<file path="src/rtl/wdog_keyed_pkg.sv">
package wdog_keyed_pkg;

    localparam int REG_W = 16;

    // register offsets (software decodes these)
    localparam logic [7:0] OFS_FEED   = 8'h00;
    localparam logic [7:0] OFS_RELOAD = 8'h04;
    localparam logic [7:0] OFS_STOP1  = 8'h08;
    localparam logic [7:0] OFS_STOP2  = 8'h0C;
    localparam logic [7:0] OFS_STATUS = 8'h10;
    localparam logic [7:0] OFS_COUNT  = 8'h14;
    localparam logic [7:0] OFS_DEBUG  = 8'h18;
    localparam logic [7:0] OFS_RESUME = 8'h1C;
    localparam logic [7:0] OFS_EVENT  = 8'h20;
    localparam logic [7:0] OFS_MASK   = 8'h24;
    localparam logic [7:0] OFS_FORCE  = 8'h28;

    // keys and read codes
    localparam logic [REG_W-1:0] KEY_FEED     = 16'hFEED;
    localparam logic [REG_W-1:0] KEY_STOP1    = 16'h2BAD;
    localparam logic [REG_W-1:0] KEY_STOP2    = 16'hCAFE;
    localparam logic [REG_W-1:0] KEY_RESUME   = 16'hACED;
    localparam logic [REG_W-1:0] KEY_CLEAR    = 16'hE8B4;
    localparam logic [REG_W-1:0] CODE_HALTED  = 16'hDABE;
    localparam logic [REG_W-1:0] CODE_EXPIRED = 16'hCFE8;

    typedef enum logic [1:0] {S_RUN, S_FIRE, S_HALT} run_state_e;
    typedef enum logic {K_IDLE, K_ARMED} key_state_e;

endpackage

</file>
<file path="src/rtl/wdog_keyed_keyseq.sv">
module wdog_keyed_keyseq
    import wdog_keyed_pkg::*;
#(
    parameter int ADDR_W = 6
) (
    input  logic              clk,
    input  logic              rst_n,
    input  logic              wr_i,
    input  logic [ADDR_W-1:0] addr_i,
    input  logic [REG_W-1:0]  wdata_i,
    output logic              stop_o
);

    key_state_e ks_q, ks_d;
    logic       hit_arm, hit_fire;

    assign hit_arm  = wr_i && (addr_i == ADDR_W'(OFS_STOP1)) && (wdata_i == KEY_STOP1);
    assign hit_fire = wr_i && (addr_i == ADDR_W'(OFS_STOP2)) && (wdata_i == KEY_STOP2);

    always_ff @(posedge clk or negedge rst_n) begin
        if (!rst_n) ks_q <= K_IDLE;
        else        ks_q <= ks_d;
    end

    always_comb begin
        ks_d = ks_q;
        unique case (ks_q)
            K_IDLE:  if (hit_arm) ks_d = K_ARMED;                   // arm
            K_ARMED: begin
                if (hit_fire)              ks_d = K_IDLE;           // fire-stop
                else if (wr_i && !hit_arm) ks_d = K_IDLE;           // disarm
            end
            default: ks_d = K_IDLE;
        endcase
    end

    always_comb begin
        stop_o = (ks_q == K_ARMED) && hit_fire;
    end

    // the armed state is only ever entered on the first key
    a_r5_arm_needs_key: assert property (@(posedge clk) disable iff (!rst_n)
        $rose(ks_q == K_ARMED) |-> $past(hit_arm));

    // any write other than a key leaves the armed state
    a_r5_disarm: assert property (@(posedge clk) disable iff (!rst_n)
        (ks_q == K_ARMED && wr_i && !hit_arm) |=> ks_q == K_IDLE);

endmodule

</file>
<file path="src/rtl/wdog_keyed_core.sv">
module wdog_keyed_core
    import wdog_keyed_pkg::*;
#(
    parameter int CNT_W          = 15,
    parameter int DEFAULT_RELOAD = 6000,
    parameter int FIRE_CYCLES    = 4
) (
    input  logic             clk,
    input  logic             rst_n,
    input  logic             feed_i,
    input  logic             stop_i,
    input  logic             resume_i,
    input  logic             tick_i,
    input  logic [CNT_W-1:0] reload_i,
    output logic [CNT_W-1:0] cnt_o,
    output logic             counting_o,
    output logic             halted_o,
    output logic             expire_o,
    output logic             warn_o,
    output logic             rst_req_o
);

    localparam int              FW        = (FIRE_CYCLES > 1) ? $clog2(FIRE_CYCLES) : 1;
    localparam logic [FW-1:0]   FIRE_LAST = FW'(FIRE_CYCLES - 1);
    localparam logic [CNT_W-1:0] CNT_ONE  = CNT_W'(1);
    localparam logic [CNT_W-1:0] CNT_TWO  = CNT_W'(2);

    run_state_e       st_q, st_d;
    logic [CNT_W-1:0] cnt_q, cnt_d;
    logic [FW-1:0]    fire_q, fire_d;
    logic             expire_d, warn_d;

    always_ff @(posedge clk or negedge rst_n) begin
        if (!rst_n) begin
            st_q   <= S_RUN;
            cnt_q  <= CNT_W'(DEFAULT_RELOAD);
            fire_q <= '0;
        end else begin
            st_q   <= st_d;
            cnt_q  <= cnt_d;
            fire_q <= fire_d;
        end
    end

    always_comb begin
        st_d     = st_q;
        cnt_d    = cnt_q;
        fire_d   = fire_q;
        expire_d = 1'b0;
        warn_d   = 1'b0;
        unique case (st_q)
            S_RUN: begin
                if (stop_i) begin
                    st_d = S_HALT;                                  // stop
                end else if (feed_i) begin
                    cnt_d = reload_i;
                end else if (tick_i) begin
                    if (cnt_q <= CNT_ONE) begin
                        st_d     = S_FIRE;                          // expire
                        cnt_d    = reload_i;
                        fire_d   = '0;
                        expire_d = 1'b1;
                    end else begin
                        cnt_d  = cnt_q - CNT_ONE;
                        warn_d = (cnt_q == CNT_TWO);
                    end
                end
            end
            S_FIRE: begin
                if (feed_i) cnt_d = reload_i;
                if (stop_i) begin
                    st_d = S_HALT;                                  // stop
                end else if (fire_q == FIRE_LAST) begin
                    st_d = S_RUN;                                   // fire-done
                end else begin
                    fire_d = fire_q + FW'(1);
                end
            end
            S_HALT: begin
                if (feed_i) begin
                    st_d  = S_RUN;                                  // feed-start
                    cnt_d = reload_i;
                end else if (resume_i) begin
                    st_d = S_RUN;                                   // resume
                end
            end
            default: st_d = S_RUN;
        endcase
    end

    always_comb begin
        cnt_o      = cnt_q;
        counting_o = (st_q == S_RUN);
        halted_o   = (st_q == S_HALT);
        rst_req_o  = (st_q == S_FIRE);
        expire_o   = expire_d;
        warn_o     = warn_d;
    end

    // a reset request starts only after an expiring tick
    a_r7_fire_cause: assert property (@(posedge clk) disable iff (!rst_n)
        $rose(rst_req_o) |-> ($past(tick_i) && $past(cnt_q) <= CNT_ONE));

    // halting only follows a completed stop sequence
    a_r5_halt_entry: assert property (@(posedge clk) disable iff (!rst_n)
        (st_q == S_HALT && $past(st_q) != S_HALT) |-> $past(stop_i));

    // a halted count stays frozen unless fed
    a_r4_halt_frozen: assert property (@(posedge clk) disable iff (!rst_n)
        (st_q == S_HALT && !feed_i) |=> $stable(cnt_q));

    // a feed while running always wins over a tick
    a_r12_feed_wins: assert property (@(posedge clk) disable iff (!rst_n)
        (feed_i && st_q == S_RUN && !stop_i) |=> (!rst_req_o && cnt_q == $past(reload_i)));

endmodule

</file>
<file path="src/rtl/wdog_keyed_irq.sv">
module wdog_keyed_irq (
    input  logic clk,
    input  logic rst_n,
    input  logic warn_i,
    input  logic ack_i,
    input  logic wr_mask_i,
    input  logic wr_force_i,
    input  logic wbit_i,
    output logic evt_o,
    output logic mask_o,
    output logic force_o,
    output logic irq_o
);

    logic evt_q, mask_q, force_q;

    always_ff @(posedge clk or negedge rst_n) begin
        if (!rst_n) begin
            evt_q   <= 1'b0;
            mask_q  <= 1'b0;
            force_q <= 1'b0;
        end else begin
            if (warn_i || force_q) evt_q <= 1'b1;
            else if (ack_i)        evt_q <= 1'b0;
            if (wr_mask_i)  mask_q  <= wbit_i;
            if (wr_force_i) force_q <= wbit_i;
        end
    end

    always_comb begin
        evt_o   = evt_q;
        mask_o  = mask_q;
        force_o = force_q;
        irq_o   = evt_q && mask_q;
    end

    // an acknowledge with no set source clears the event next cycle
    a_r9_ack_clears: assert property (@(posedge clk) disable iff (!rst_n)
        (ack_i && !warn_i && !force_q) |=> !evt_q);

    // the event only rises from a warning or a force
    a_r9_evt_source: assert property (@(posedge clk) disable iff (!rst_n)
        $rose(evt_q) |-> $past(warn_i || force_q));

    // a held force keeps the event set
    a_r10_force_holds: assert property (@(posedge clk) disable iff (!rst_n)
        force_q |=> evt_q);

endmodule

</file>
<file path="src/rtl/wdog_keyed.sv">
module wdog_keyed
    import wdog_keyed_pkg::*;
#(
    parameter int ADDR_W         = 6,
    parameter int CNT_W          = 15,
    parameter int DEFAULT_RELOAD = 6000,
    parameter int FIRE_CYCLES    = 4
) (
    input  logic              clk,
    input  logic              rst_n,
    input  logic [ADDR_W-1:0] bus_addr,
    input  logic              bus_we,
    input  logic [15:0]       bus_wdata,
    output logic [15:0]       bus_rdata,
    input  logic              tick_en,
    input  logic              dbg_attached,
    output logic              warn_irq,
    output logic              rst_req
);

    logic             wr_feed, wr_reload, wr_status, wr_debug, wr_resume;
    logic             wr_event, wr_mask, wr_force;
    logic             feed, resume, stop, clear, cnt_tick;
    logic [CNT_W-1:0] reload_q, cnt;
    logic             expired_q, dbg_run_q;
    logic             counting, halted, expire, warn;
    logic             evt, mask, force_bit;

    assign wr_feed   = bus_we && (bus_addr == ADDR_W'(OFS_FEED));
    assign wr_reload = bus_we && (bus_addr == ADDR_W'(OFS_RELOAD));
    assign wr_status = bus_we && (bus_addr == ADDR_W'(OFS_STATUS));
    assign wr_debug  = bus_we && (bus_addr == ADDR_W'(OFS_DEBUG));
    assign wr_resume = bus_we && (bus_addr == ADDR_W'(OFS_RESUME));
    assign wr_event  = bus_we && (bus_addr == ADDR_W'(OFS_EVENT));
    assign wr_mask   = bus_we && (bus_addr == ADDR_W'(OFS_MASK));
    assign wr_force  = bus_we && (bus_addr == ADDR_W'(OFS_FORCE));

    assign feed     = wr_feed   && (bus_wdata == KEY_FEED);
    assign resume   = wr_resume && (bus_wdata == KEY_RESUME);
    assign clear    = wr_status && (bus_wdata == KEY_CLEAR);
    assign cnt_tick = tick_en && (!dbg_attached || dbg_run_q);

    always_ff @(posedge clk or negedge rst_n) begin
        if (!rst_n) begin
            reload_q  <= CNT_W'(DEFAULT_RELOAD);
            expired_q <= 1'b0;
            dbg_run_q <= 1'b0;
        end else begin
            if (wr_reload) reload_q <= bus_wdata[CNT_W-1:0];
            if (expire)     expired_q <= 1'b1;
            else if (clear) expired_q <= 1'b0;
            if (wr_debug)  dbg_run_q <= bus_wdata[0];
        end
    end

    wdog_keyed_keyseq #(.ADDR_W(ADDR_W)) u_keyseq (
        .clk     (clk),
        .rst_n   (rst_n),
        .wr_i    (bus_we),
        .addr_i  (bus_addr),
        .wdata_i (bus_wdata),
        .stop_o  (stop)
    );

    wdog_keyed_core #(
        .CNT_W          (CNT_W),
        .DEFAULT_RELOAD (DEFAULT_RELOAD),
        .FIRE_CYCLES    (FIRE_CYCLES)
    ) u_core (
        .clk        (clk),
        .rst_n      (rst_n),
        .feed_i     (feed),
        .stop_i     (stop),
        .resume_i   (resume),
        .tick_i     (cnt_tick),
        .reload_i   (reload_q),
        .cnt_o      (cnt),
        .counting_o (counting),
        .halted_o   (halted),
        .expire_o   (expire),
        .warn_o     (warn),
        .rst_req_o  (rst_req)
    );

    wdog_keyed_irq u_irq (
        .clk        (clk),
        .rst_n      (rst_n),
        .warn_i     (warn),
        .ack_i      (wr_event && bus_wdata[0]),
        .wr_mask_i  (wr_mask),
        .wr_force_i (wr_force),
        .wbit_i     (bus_wdata[0]),
        .evt_o      (evt),
        .mask_o     (mask),
        .force_o    (force_bit),
        .irq_o      (warn_irq)
    );

    always_comb begin
        bus_rdata = '0;
        case (bus_addr)
            ADDR_W'(OFS_RELOAD): bus_rdata[CNT_W-1:0] = reload_q;
            ADDR_W'(OFS_STOP2):  bus_rdata = halted ? CODE_HALTED : '0;
            ADDR_W'(OFS_STATUS): bus_rdata = expired_q ? CODE_EXPIRED : '0;
            ADDR_W'(OFS_COUNT): begin
                bus_rdata[CNT_W-1:0] = cnt;
                bus_rdata[15]        = cnt_tick && counting;
            end
            ADDR_W'(OFS_DEBUG):  bus_rdata[1:0] = {dbg_attached, dbg_run_q};
            ADDR_W'(OFS_EVENT):  bus_rdata[0]   = evt;
            ADDR_W'(OFS_MASK):   bus_rdata[0]   = mask;
            ADDR_W'(OFS_FORCE):  bus_rdata[0]   = force_bit;
            default:             bus_rdata = '0;
        endcase
    end

    // the expired status rises only with an expiry
    a_r8_status_source: assert property (@(posedge clk) disable iff (!rst_n)
        $rose(expired_q) |-> $past(expire));

    // the clear key drops the status unless an expiry coincides
    a_r8_clear: assert property (@(posedge clk) disable iff (!rst_n)
        (clear && !expire) |=> !expired_q);

    // no counting tick reaches the core while a debugger holds it
    a_r11_dbg_hold: assert property (@(posedge clk) disable iff (!rst_n)
        (dbg_attached && !dbg_run_q && counting && !feed && !stop) |=> $stable(cnt));

endmodule

</file>
<file path="config.mk">
export PLATFORM = sky130hd
export DESIGN_NAME = wdog_keyed
export DESIGN_NICKNAME = d
export VERILOG_FILES = /design/src/rtl/wdog_keyed_pkg.sv /design/src/rtl/wdog_keyed_keyseq.sv /design/src/rtl/wdog_keyed_core.sv /design/src/rtl/wdog_keyed_irq.sv /design/src/rtl/wdog_keyed.sv
export SDC_FILE = /design/constraint.sdc
export NUM_CORES = 1
export LEC_CHECK = 0
export BUFFER_PORTS_ARGS = -buffer_cell sky130_fd_sc_hd__buf_2
export CAP_MARGIN = 5
export CORE_MARGIN = 1
export CORE_UTILIZATION = 46
export CTS_CLUSTER_SIZE = 20
export DETAILED_ROUTE_END_ITERATION = 8
export PLACE_DENSITY = 0.67
export SYNTH_ARGS = -nofsm -noshare
export SYNTH_HDL_FRONTEND = slang
export SYNTH_SLANG_ARGS = --single-unit
</file>
<file path="constraint.sdc">
create_clock -name clk -period 5.39 [get_ports clk]
set_clock_uncertainty 0.15 [all_clocks]
set_input_delay 1.078 -clock clk [delete_from_list [all_inputs] [get_ports clk]]
set_output_delay 1.078 -clock clk [all_outputs]
set_load 0.02 [all_outputs]
</file>
# == After elaboration in Yosys (flattened, before gate mapping) ==
# Cells that the tools add are included.
# word_totals
reg_bits,40
output_inout_bits,18
in_bits,27
wordCells,127
# classes
addsub,2
reduce_logical,35
bitwise_logic,1
mux,46
eq_ne,32
magnitude_cmp,1
# ops
operator,count
2-to-1 mux 15 bit,5
equality test 16 bit (second input constant),4
case mux 13 bit (4 select lines),1
2-to-1 mux 16 bit,2
case mux 15 bit (2 select lines),1
2-to-1 mux 2 bit,14
equality test 6 x 5 -> 1 bit (second input constant),4
logical AND 1 bit,21
equality test 6 bit (second input constant),3
2-to-1 mux 1 bit,17
equality test 16 x 14 -> 1 bit (second input constant),1
equality test 15 x 2 -> 1 bit (second input constant),1
<= comparator 15 x 1 -> 1 bit (second input constant),1
subtractor 15 x 1 -> 15 bit (second input constant),1
equality test 6 x 4 -> 1 bit (second input constant),2
!= test 3 bit (second input constant),4
!= test 2 bit (second input constant),5
case mux 1 bit (8 select lines),1
nonzero test 2 bit,4
AND reduction 7 bit,1
equality test 6 x 3 -> 1 bit (second input constant),1
logical NOT 6 bit,1
case mux 2 bit (3 select lines),1
case mux 1 bit (5 select lines),1
other kinds (16),20

# == Longest topological paths before layout ==
# depth
depth_word,9
depth_mapped,9

# == Cells and area by module ==
# From an unflattened synthesis, not the netlist that was laid out.
# hier_totals
hier_cells,303
hier_area_um2,2885.3
# modules_own_cells
mod,area_per_inst_um2,n_inst,cells_per_inst
wdog_keyed_core,1485.2,1,176
wdog_keyed,1161.1,1,103
wdog_keyed_irq,120.1,1,9
wdog_keyed_keyseq,118.9,1,15

# == Worst setup path after synthesis ==
# Ideal clock, no wire load.
# synth_path
path_type,input-to-output
start,input bus_addr[1]
end,output bus_rdata[1]
n_path_buf,1
slack_ps,1776
arrival_ps,2386
stages,6
path_cell_list,nor2_1 nand2_1 nor3_1 clkbuf_1 a22oi_1 nand3_1
# synth_between
elab_chain_len,2
word_cells_on_any_way,6
cone_classes,5 x eq/ne; 1 x mux
# synth_lines
item,line,rtl
"start, declared",wdog_keyed.sv:11,"input logic [ADDR_W-1:0] bus_addr,"
"equality test 6 x 5 -> 1 bit, or another cell as far along",wdog_keyed.sv:101,case (bus_addr)
case mux 1 bit (5 select lines) (*),wdog_keyed.sv:101,
"end, declared",wdog_keyed.sv:14,"output logic [15:0] bus_rdata,"
# Mark *: on every way between the ends. The rest lies on a longest branch, timed or not.

# == Worst setup path in the final report ==
# layout_path
start,input bus_addr[3]
end,output bus_rdata[15]
# layout_between
elab_chain_len,2
word_cells_on_any_way,4
cone_classes,3 x eq/ne; 1 x mux
# layout_lines
item,line
equality test 6 x 5 -> 1 bit or equality test 6 x 4 -> 1 bit (tied branches),wdog_keyed.sv:101
case mux 1 bit (3 select lines) (*),wdog_keyed.sv:101
# Marked as above.

==> metrics.txt <==
status finished, final reports clean; stages on the worst setup path 6; DIE AREA 6320 sq um; initial antenna violation count 0; worst-case clock buffer depth 2; number of global-route vias before repair 2319; RSZ-0062 raised after global routing false; footprint of the multi-input gates 1570 sq um; I/O pins 45; Crit Reg-Reg Startpoint u_core.cnt_o[3]; Static Leakage 1.40 nW; post-synthesis sequential area ratio 36.9%; Syn. warnings 0; critical path arrival 2.77 ns; post_cts resized 0; Main synth FF type dfrtp_1; Hold Path End u_core.cnt_o[8]; area grow syn2layout 13.9%; Post-Syn Area per Cell 8.88 sq um; CP top delay family simple AND/OR/NAND/NOR gates; max incr delay on CP 0.49 ns; clock root cell clkbuf_8; synth top area cells dfrtp_1 (24%), dfstp_2 (13%), mux2_2 (7.7%); First-pass DRT Iterations 5; Crit path top cell by count buf_2; Post-synth EDFFs 0; CTS HTree Levels 2; worst-skew pair later-pin latency 0.29 ns; drt first-iter violations 275; Tightest Pin Transition 1.08 ns; share of layout cells above drive strength 1 27.1%; fin crit share 74.1%; setup TNS 0 ns; Post-Syn Instances 311; Max Clk Rate 250 MHz; total track usage 24.3%; Post-synth ARST share 100%; # fillers 538; Nets 383; CP startpoint kind input pin; # hold bufs at CTS 0; Initial Util 49.0%; Synth top area share 23.6%; fin util 55.8%; first-pass GRT wire length 11.8 mm; flop2flop setup slack 2.00 ns; Die Ht 79.5 microns; largest net degree at the start of global routing 41; I/O Buffers 44; most instantiated library cell after synthesis nand2_1; # diodes 0; CORE AREA 5640 sq um; DPL Wire Length 5.30 mm; CP Capture Type primary output; DRT antenna net count 0; number of synthesized register bits 40; max_cap viols 0; CTS tree done; Power per Cell Area 300 nW/um^2; GRT Residual Overflow 0; CTS sink count 40; # DRC 0; RR Endpoint u_core.cnt_o[3]; Final Max Tran Viols 0; Final min period 4.00 ns; Hold Crit Depth 2; Routed WL per cell 17.2 microns; min-delay src u_core.cnt_o[8]; max_slew headroom 27.7%; kind of critical path in -> out; final WL 7.25 mm; Die W 79.5 microns; DR vias/cell 6.16; Worst-path clk slew 0.08 ns; total power draw 0.945 mW; Synth top cells by count nand2_1 (39), dfrtp_1 (26), inv_1 (20); Reg2Reg Depth 6; Synth Net Count 345; synth unique cells 47; Worst Hold Class reg -> reg; mapped cell area 2760 sq um; leading area contributor after synthesis dfrtp_1; GPL Wtd Cong 0.906; CP max stage cell nor4_1; Rows 27; final setup vio count 0; via count 2599; crit path buf inv count 2; sequential cell area 1020 sq um; final hold vios 0; maximum net fanout on the critical path 8; Post-CTS Setup Bufs 0; maximum vdd drop 0.129 mV; critical path, cell by cell buf_2 -> nor4_1 -> nand4b_1 -> nand2_1 -> a31o_2 -> buf_2; CTS buffer count 5; Worst EP required 4.16 ns
-- cells in the final DEF (no fill, tap or decap), types with 4 or more instances in the layout --
| cell type | instances |
|---|---|
| a221o_1 | 6 |
| nor2_1 | 19 |
| and2_1 | 4 |
| dfrtp_1 | 26 |
| mux2_2 | 19 |
| nand2b_1 | 5 |
| nand4b_1 | 4 |
| or4_1 | 6 |
| dfstp_2 | 14 |
| nand3_1 | 6 |
| clkbuf_8 | 5 |
| or3_1 | 5 |
| ha_1 | 7 |
| a21oi_1 | 18 |
| nand2_1 | 39 |
| o22ai_1 | 11 |
| inv_1 | 20 |
| nor4_1 | 8 |
| o21ai_0 | 10 |
| nand4_1 | 6 |
| nor3_1 | 13 |
| mux2i_1 | 5 |
| buf_2 | 44 |
| a22oi_1 | 14 |
-- sequential cells by signal (all words and copies together) (netlist names) --
signal / count
u_core.st_q: 2
u_irq.evt_o: 1
reload_q: 15
u_irq.mask_o: 1
dbg_run_q: 1
u_core.cnt_o: 15
u_core.fire_q: 2
u_keyseq.ks_q: 1
expired_q: 1
u_irq.force_o: 1
-- stage by stage --
stage	cell area, sq um	hold WS [ns]	worst slack (ns)	std cells
2_1_floorplan	2760	0.298	1.78	311
3_5_place_dp	2990	0.320	1.39	414
3_3_place_gp	2990	0.327	1.39	414
4_1_cts	3150	0.348	1.39	422
5_1_grt	3150	0.368	1.29	422
6_report	3150	0.347	1.39	422
-- layout make-up --
type / instances / area share [%]
Timing Repair Buffer: 46 / 7.48
Sequential cell: 40 / 32.4
Clock buffer: 5 / 2.19
Multi-Input combinational cell: 236 / 49.8
Tap cell: 72 / 2.86
Clock inverter: 3 / 2.86
Inverter: 20 / 2.39
-- worst reg2reg max path: cells and delay by family, from the launching register on --
| kind | cells | cell delay [ns] |
|---|---|---|
| AOI/OAI and AO/OA | 3 | 0.79 |
| DFF | 1 | 0.45 |
| and+or+nand+nor | 3 | 1.90 |
-- power breakdown --
group,switching [mW],internal [mW],total [mW]
clock,0.110,0.232,0.342
combinational,0.103,0.0782,0.181
sequential,0.0622,0.360,0.422
-- cells by family (layout without fill, tap and decap cells) --
logic type      Yosys count  in the layout  share of synthesized area, %
flops                    40             40                          36.9
buf+inv                  35             74                          6.39
simple gates            129            129                          24.6
fa+ha+maj                 7              7                          3.17
compound gates           76             76                          19.4
mux                      24             24                          9.56
-- layer usage --
metal / vias to the layer above / GRT usage, % / wire length, microns
met3: 2 / 3.89 / 526
li1: 1223 / - / -
met5: - / 0 / 0
met4: 0 / 5.09 / 11
met2: 109 / 36.1 / 3280
met1: 1265 / 36.9 / 3430
-- worst max-delay path by stage --
stage          slack [ns]   startpoint       endpoint
3_5_place_dp         1.39  bus_addr[3]  bus_rdata[15]
6_report             1.39  bus_addr[3]  bus_rdata[15]
4_1_cts              1.39  bus_addr[3]  bus_rdata[15]
2_1_floorplan        1.78  bus_addr[1]   bus_rdata[1]
3_3_place_gp         1.39  bus_addr[3]   bus_rdata[5]
5_1_grt              1.29  bus_addr[3]  bus_rdata[11]
(Power assumes the default switching activity.)
